## src/rtl/fbr_pkg.sv

```systemverilog
package fbr_pkg;

    typedef enum logic [1:0] {
        FCC_EQ = 2'd0,
        FCC_LT = 2'd1,
        FCC_GT = 2'd2,
        FCC_UN = 2'd3
    } fcc_e;

    localparam logic [3:0] COND_NEVER  = 4'h0;
    localparam logic [3:0] COND_ALWAYS = 4'h8;
    localparam logic [3:0] COND_ORD    = 4'hF;

    // Accepted-outcome mask, bit index = outcome code (eq, lt, gt, un).
    // The upper half of the condition space is the complement of the lower.
    function automatic logic [3:0] cond_mask(input logic [3:0] cond);
        logic [3:0] base;
        case (cond[2:0])
            3'd0:    base = 4'b0000; // never
            3'd1:    base = 4'b1110; // lt gt un
            3'd2:    base = 4'b0110; // lt gt
            3'd3:    base = 4'b1010; // lt un
            3'd4:    base = 4'b0010; // lt
            3'd5:    base = 4'b1100; // gt un
            3'd6:    base = 4'b0100; // gt
            default: base = 4'b1000; // un
        endcase
        return base ^ {4{cond[3]}};
    endfunction

endpackage

```

## src/rtl/fbr_cond_eval.sv

```systemverilog
module fbr_cond_eval
    import fbr_pkg::*;
(
    input  logic [3:0] cond,
    input  logic [1:0] fcc,
    output logic       hit,
    output logic       uncond
);
    logic [3:0] mask;

    always_comb begin
        mask   = cond_mask(cond);
        hit    = mask[fcc];
        uncond = (cond[2:0] == 3'd0);
    end
endmodule

```

## src/rtl/fbr_target_gen.sv

```systemverilog
module fbr_target_gen #(
    parameter int ADDR_W = 32,
    parameter int DISP_W = 22
) (
    input  logic [ADDR_W-1:0] pc,
    input  logic [DISP_W-1:0] disp,
    output logic [ADDR_W-1:0] target
);
    localparam int EXT_W = ADDR_W - DISP_W - 2;

    logic [ADDR_W-1:0] offset;

    generate
        if (EXT_W > 0) begin : g_ext
            assign offset = {{EXT_W{disp[DISP_W-1]}}, disp, 2'b00};
        end else begin : g_trunc
            assign offset = ADDR_W'({disp, 2'b00});
        end
    endgenerate

    assign target = pc + offset;
endmodule

```

## src/rtl/fcond_branch_unit.sv

```systemverilog
module fcond_branch_unit
    import fbr_pkg::*;
#(
    parameter int ADDR_W = 32,
    parameter int DISP_W = 22
) (
    input  logic              clk,
    input  logic              rst_n,
    input  logic              cmp_valid,
    input  logic [1:0]        cmp_outcome,
    input  logic              cmp_signaling,
    input  logic              cmp_nan_a,
    input  logic              cmp_nan_b,
    input  logic              br_valid,
    input  logic [3:0]        br_cond,
    input  logic              br_annul,
    input  logic [DISP_W-1:0] br_disp,
    input  logic [ADDR_W-1:0] br_pc,
    output logic              res_valid,
    output logic              res_taken,
    output logic [ADDR_W-1:0] res_target,
    output logic              res_annul_slot,
    output logic              fp_exception
);

    typedef struct packed {
        fcc_e              fcc;
        logic              valid;
        logic              taken;
        logic              annul;
        logic [ADDR_W-1:0] target;
        logic              exc;
    } state_t;

    state_t st_d, st_q;

    logic              hit;
    logic              uncond;
    logic [ADDR_W-1:0] tgt;
    logic              trap;

    fbr_cond_eval u_eval (
        .cond   (br_cond),
        .fcc    (st_q.fcc),
        .hit    (hit),
        .uncond (uncond)
    );

    fbr_target_gen #(
        .ADDR_W (ADDR_W),
        .DISP_W (DISP_W)
    ) u_tgt (
        .pc     (br_pc),
        .disp   (br_disp),
        .target (tgt)
    );

    always_comb begin
        st_d   = st_q;
        trap   = cmp_valid && cmp_signaling && (cmp_nan_a || cmp_nan_b);
        st_d.exc = trap;
        if (cmp_valid && !trap) begin
            st_d.fcc = fcc_e'(cmp_outcome);
        end
        st_d.valid  = br_valid;
        st_d.taken  = br_valid && hit;
        st_d.annul  = br_valid && br_annul && (uncond || !hit);
        st_d.target = br_valid ? tgt : '0;
    end

    always_ff @(posedge clk) begin
        if (!rst_n) begin
            st_q <= '{fcc: FCC_EQ, valid: 1'b0, taken: 1'b0, annul: 1'b0,
                      target: '0, exc: 1'b0};
        end else begin
            st_q <= st_d;
        end
    end

    assign res_valid      = st_q.valid;
    assign res_taken      = st_q.taken;
    assign res_target     = st_q.target;
    assign res_annul_slot = st_q.annul;
    assign fp_exception   = st_q.exc;

    AST_VALID_FOLLOWS: assert property (@(posedge clk) disable iff (!rst_n)
        br_valid |=> res_valid);
    AST_IDLE_QUIET: assert property (@(posedge clk) disable iff (!rst_n)
        !br_valid |=> (!res_taken && !res_annul_slot));
    AST_ALWAYS_TAKES: assert property (@(posedge clk) disable iff (!rst_n)
        (br_valid && br_cond == COND_ALWAYS) |=> res_taken);
    AST_NEVER_SKIPS: assert property (@(posedge clk) disable iff (!rst_n)
        (br_valid && br_cond == COND_NEVER) |=> !res_taken);
    AST_NO_ANNUL_WITHOUT_BIT: assert property (@(posedge clk) disable iff (!rst_n)
        (br_valid && !br_annul) |=> !res_annul_slot);
    AST_PLAIN_CMP_SILENT: assert property (@(posedge clk) disable iff (!rst_n)
        (cmp_valid && !cmp_signaling) |=> !fp_exception);
    AST_TRAP_KEEPS_FCC: assert property (@(posedge clk) disable iff (!rst_n)
        (cmp_valid && cmp_signaling && (cmp_nan_a || cmp_nan_b)) |=> $stable(st_q.fcc));
    AST_UNORD_FAILS_ORDERED: assert property (@(posedge clk) disable iff (!rst_n)
        (br_valid && st_q.fcc == FCC_UN && br_cond == COND_ORD) |=> !res_taken);

endmodule

```

## config.mk

```make
export PLATFORM = sky130hd
export DESIGN_NAME = fcond_branch_unit
export DESIGN_NICKNAME = d
export VERILOG_FILES = /design/src/rtl/fbr_pkg.sv /design/src/rtl/fbr_cond_eval.sv /design/src/rtl/fbr_target_gen.sv /design/src/rtl/fcond_branch_unit.sv
export SDC_FILE = /design/constraint.sdc
export NUM_CORES = 1
export LEC_CHECK = 0
export ABC_AREA = 1
export BUFFER_PORTS_ARGS = -buffer_cell sky130_fd_sc_hd__clkbuf_2
export CAP_MARGIN = 30
export CORE_MARGIN = 1.5
export CORE_UTILIZATION = 57
export DETAILED_ROUTE_END_ITERATION = 10
export PLACE_DENSITY = 0.87
export SLEW_MARGIN = 15
export SYNTH_ARGS = -nofsm -noshare
export SYNTH_HDL_FRONTEND = slang
export SYNTH_SLANG_ARGS = --single-unit
```

## constraint.sdc

```tcl
create_clock -name clk -period 2.8 [get_ports clk]
set_clock_uncertainty 0.1 [all_clocks]
set_input_delay 0.14 -clock clk [delete_from_list [all_inputs] [get_ports clk]]
set_output_delay 0.14 -clock clk [all_outputs]
set_load 0.01 [all_outputs]
```

== After elaboration in Yosys (flattened, before gate mapping) ==
Index checks and enable logic that the tools add are counted.

* Multiply operators: 0
* $add $sub $neg: 1
* Div/mod/pow operators: 0
* Multiplexer cells: 3
* Reductions and logical operators: 12
* Shift operators: 0
* Magnitude comparators: 1
* Eq/ne operators: 6
* Bitwise logic cells: 1

{| class="wikitable"
|+ Operators with widths
! cell !! number
|-
| $add 32x32->32 || 1
|-
| $pmux 4 s7 || 1
|-
| $eq 3x3->1 const B || 3
|-
| $eq 3x2->1 const B || 2
|-
| $logic_and 1x1->1 || 6
|-
| $xor 4x4->4 || 1
|-
| $eq 3x1->1 const B || 1
|-
| $logic_not 3->1 || 1
|-
| $lt 2x3->1 const B || 1
|-
| $bmux 1 s2 || 1
|-
| $logic_not 1->1 || 2
|-
| $logic_or 1x1->1 || 2
|-
| $reduce_and 2->1 || 1
|-
| $mux 1 || 1
|}

* Register bits: 38
* Bits in writable memories: 0
* ROM bits: 0
* Memories: 0
* Input bits: 68
* Logic and storage cells: 30
* Output and inout bits: 36
* Latch bits: 0

== Depth between registers and ports, before layout ==
* Word-level depth: 8
* Depth in mapped cells: 13
* Depth with buffers taken out: 13

== Cells and area by module ==
Synthesis repeated with hierarchy kept, for this count alone.

* Cell total of the unflattened synthesis: 638
* Area total of the unflattened synthesis: 3781.1 um^2

{| class="wikitable"
|+ By module, submodules not included
! module !! area each (um^2) !! times used !! cells each
|-
| fbr_target_gen || 2245.9 || 1 || 448
|-
| fcond_branch_unit || 1376.3 || 1 || 161
|-
| fbr_cond_eval || 158.9 || 1 || 29
|}

== Least setup slack after synthesis ==
No wires, ideal clock.

* Path kind: in2reg
* Start: input port br_disp[0]
* End: register st_q, in the netlist res_target[26]
* Arrival: 1.475 ns
* Required time: 2.590 ns
* Library setup time: 0.110 ns
* Cell stages on the path: 13
* Path slack: 1.115 ns
* Path through: ha_1 inv_1 fa_1 inv_1 nand3_1 nand3_1 nand2_1 nand2_1 nand2_1 nand3_1 nand2_1 inv_1 nor2_1

* Longest elaborated chain between the ends: 1

{| class="wikitable"
|+ RTL lines
! what !! RTL line !! RTL
|-
| start, declared || fcond_branch_unit.sv:17 || <nowiki>input logic [DISP_W-1:0] br_disp,</nowiki>
|-
| $add 32x32->32 || fbr_target_gen.sv:21 || <nowiki>assign target = pc + offset;</nowiki>
|-
| end signal, assigned || fcond_branch_unit.sv:73 || <nowiki>st_q <= '{fcc: FCC_EQ, valid: 1'b0, taken: 1'b0, annul: 1'b0,</nowiki>
|-
| end signal, assigned || fcond_branch_unit.sv:76 || <nowiki>st_q <= st_d;</nowiki>
|-
| end, declared || fcond_branch_unit.sv:35 || <nowiki>state_t st_d, st_q;</nowiki>
|}

Every way passes these cells.
A chain may end at the register's enable or synchronous reset.

== Final worst setup path ==
* Start: input port br_disp[0]
* End: register st_q, in the netlist res_target[24]

The elaborated chain is that of the path after synthesis.

==> results.py <==
metrics = {
    "setup_path": {
        "crit-reg2reg-launch": "st_q[36]$_SDFFE_PN0P_",
        "cpPeakStageDelay_ns": 0.40,
        "rrSetupSlack_ns": 1.67,
        "worstPathMaxFanout": 6,
        "cp_common_cell": "nand2_1",
        "r2r-end": "res_annul_slot$_SDFF_PN0_",
        "slowest_stage": "fa_1",
        "crit_required_ns": 2.91,
        "cp-end-kind": "register",
        "cp_data_arrival_time_ns": 1.79,
        "crit_type": "in -> reg",
        "reg2reg_depth": 5,
        "cp-start-kind": "input pin",
        "worstPathCellList": "clkbuf_2 > ha_1 > inv_1 > fa_1 > inv_1 > nand3_1 > nand3_1 > nand2_1 > nand2_1 > nand2_1 > nand3_1 > nand2_1 > inv_1 > nor2_1",
    },
    "logic_synthesis": {
        "synth_ff_type": "dfxtp_1",
        "yosys.area_share.simple_pct": 39.5,
        "synthArstFlopShare_pct": 0,
        "yosys-top-cells-count": "nand2_1, inv_1, nor2_1",
        "synth-edff-count": 0,
        "synth.distinct_cells": 27,
        "synth.largest_area_cell": "dfxtp_1",
        "synth_area_leaders": "dfxtp_1, nand2_1, inv_1, ha_1, buf_4",
        "avgSynthCellArea_um2": 5.97,
        "post_synth_mux_area_share_pct": 0,
        "netlist.area_leader.share_pct": 21.5,
        "ys_warn_count": 0,
        "syn_inst": 592,
        "synth_fa_ha_area_share_pct": 10.8,
        "synth.most_common_cell": "nand2_1",
        "yosysSeqAreaShare_pct": 21.5,
        "synth_top_family_by_area": "simple AND/OR/NAND/NOR gates",
        "synthXorXnorAreaFrac_pct": 0.743,
        "yosys_register_bits": 38,
        "synth-compound-area-share_pct": 8.74,
        "synth_area_mm2": 0.00353,
        "syn-num-nets": 690,
    },
    "floorplan": {
        "start_util_pct": 59.3,
        "coreArea_mm2": 0.00596,
        "die_w_um": 81.7,
        "die_height_um": 81.7,
        "io_pins": 104,
        "num_rows": 28,
        "fp.dieArea_mm2": 0.00668,
    },
    "clock_network": {
        "cts_root_buffer": "clkbuf_8",
        "cts_sinks": 38,
        "cts_tree": "yes",
        "clkLatencyLatePin_ns": 0.29,
        "clk_pin_slew_ns": 0.09,
        "htreeDepth": 2,
        "clock_path_buffers": 2,
        "ctsResizeCount": 0,
        "numCtsBuffers": 5,
    },
    "placement": {
        "gp_congestion": 0.957,
        "preCtsSetupSlack_ns": 0.821,
        "place_area_mm2": 0.00389,
        "portBuffers": 103,
        "dp_hpwl_mm": 7.75,
    },
    "power_and_ir_drop": {
        "ir_drop_mv": 0.255,
        "p_leak_nw": 2.45,
        "powerDensity_mw_per_mm2": 437,
    },
    "route": {
        "vias": 3851,
        "firstDrtPassIters": 6,
        "avgViaCountPerCell": 5.15,
        "wl_mm": 9.59,
        "drc": 0,
        "wire_per_inst_um": 12.8,
        "antenna_left": 0,
        "drt_iter0_markers": 274,
    },
    "sta": {
        "slew_viol_final": 0,
        "max_clock_freq_mhz": 595,
        "fin_crit_sh_pct": 60.0,
        "whs_ns": 0.0158,
        "worst_slew_pin_slew_ns": 0.628,
        "final.min_clock_period_ns": 1.68,
        "fin_ws_ns": 1.12,
        "slew_headroom_pct": 58.1,
        "hold_viol": 0,
        "rsz0062_at_grt": "false",
        "fin_setup_tns_ns": 0,
        "finalSetupViolations": 0,
    },
    "global_route": {
        "antenna_found_initial": 0,
        "grt-ovfl-total": 0,
        "grt_max_degree": 18,
        "grt_util_all_layers_pct": 30.4,
        "grt_pass1_wl_mm": 15.6,
        "grt_pass1_vias": 3623,
    },
    "finish": {
        "antenna_cells": 0,
        "areaGrowthSynthToFinish_pct": 15.2,
        "layout-drive-gt1-share_pct": 22.7,
        "post-route-util_pct": 68.4,
        "final_area_mm2": 0.00407,
        "nets": 770,
    },
    "run": {
        "maxCapViolCount": 0,
    },
    "outcome": {
        "status": "completed",
    },
    "hold_path": {
        "holdPathEnd": "fp_exception$_SDFF_PN0_",
        "worst_hold_startpoint": "rst_n",
        "min_path_type": "in -> reg",
        "min_path_cells": 3,
    },
}
-- layout by cell type (no fill, tap or decap), drive strengths merged, types with 3 or more instances in the layout --
cell	Yosys	layout
nor2	69	69
nand3	34	34
clkbuf	0	108
and2	4	4
nand2	201	201
nand4	4	4
o21ai	21	21
dfxtp	38	38
dlygate4sd3	0	4
a21oi	37	37
nor3	4	4
ha	29	29
nand3b	3	3
inv	107	107
-- registers in the layout, indices dropped and copies added, names as in the netlist --
signal          count
fp_exception        1
res_annul_slot      1
res_taken           1
res_target         32
res_valid           1
st_q                2
-- critical path, delay by kind of cell --
family	cells	cell delay, ns
adder cells (fa/ha/maj)	2	0.60
buffers and inverters	4	0.32
AND/OR/NAND/NOR	8	0.73
-- area by class of cell --
| class | instances | area [µm²] |
|---|---|---|
| Clock buffer | 5 | 68.8 |
| Clock inverter | 3 | 68.8 |
| Fill cell | 542 | 1880 |
| Inverter | 107 | 402 |
| Multi-Input combinational cell | 412 | 2110 |
| Sequential cell | 38 | 761 |
| Tap cell | 75 | 93.8 |
| Timing Repair Buffer | 108 | 563 |
-- through the flow --
stage / total power [W] / cells
6_report: 0.00178 / 748
5_1_grt: 0.00189 / 748
4_1_cts: 0.00177 / 748
3_5_place_dp: 0.00119 / 736
3_3_place_gp: 0.00118 / 736
2_1_floorplan: 0.00104 / 592
-- worst max-delay path by stage --
stage                           from                   endpoint  slack [ns]  cells past startpoint
after floorplan           br_disp[0]  res_target[26]$_SDFF_PN0_        1.12                     13
after global placement    br_disp[0]  res_target[18]$_SDFF_PN0_        0.88                     14
after detailed placement  br_disp[0]  res_target[24]$_SDFF_PN0_        0.82                     14
after CTS                 br_disp[0]  res_target[24]$_SDFF_PN0_        1.14                     14
after global routing      br_disp[0]  res_target[24]$_SDFF_PN0_        0.95                     13
final                     br_disp[0]  res_target[24]$_SDFF_PN0_        1.12                     14
-- metal layers --
metal / vias to the layer above / global-route usage, % / part of all wire, %
met4: 0 / 9.66 / 2.0
met3: 24 / 4.89 / 7.4
met1: 1711 / 35.9 / 42
met2: 168 / 55.4 / 49
li1: 1948 / - / -
met5: - / 0 / 0
-- cell families after synthesis --
group | Yosys count
and+or+nand+nor | 319
buffers and inverters | 142
AOI/OAI and AO/OA | 60
DFF | 38
adders and majority gates | 30
xor gates and xnor gates | 3
-- timing repair --
item                                   4_1_cts  5_1_grt
buffers inserted                             0        0
endpoints found under the hold margin        4        0
hold buffers                                 4        0
-- power breakdown --
part	total (W)	switching (W)	leakage, nW	internal [W]
registers	0.000589	0.0000110	0.313	0.000578
clock network	0.000582	0.000225	0.0683	0.000357
logic	0.000607	0.000387	2.07	0.000220
total	0.00178	0.000623	2.45	0.00116
Note: power is estimated with default switching activity, not from simulation.
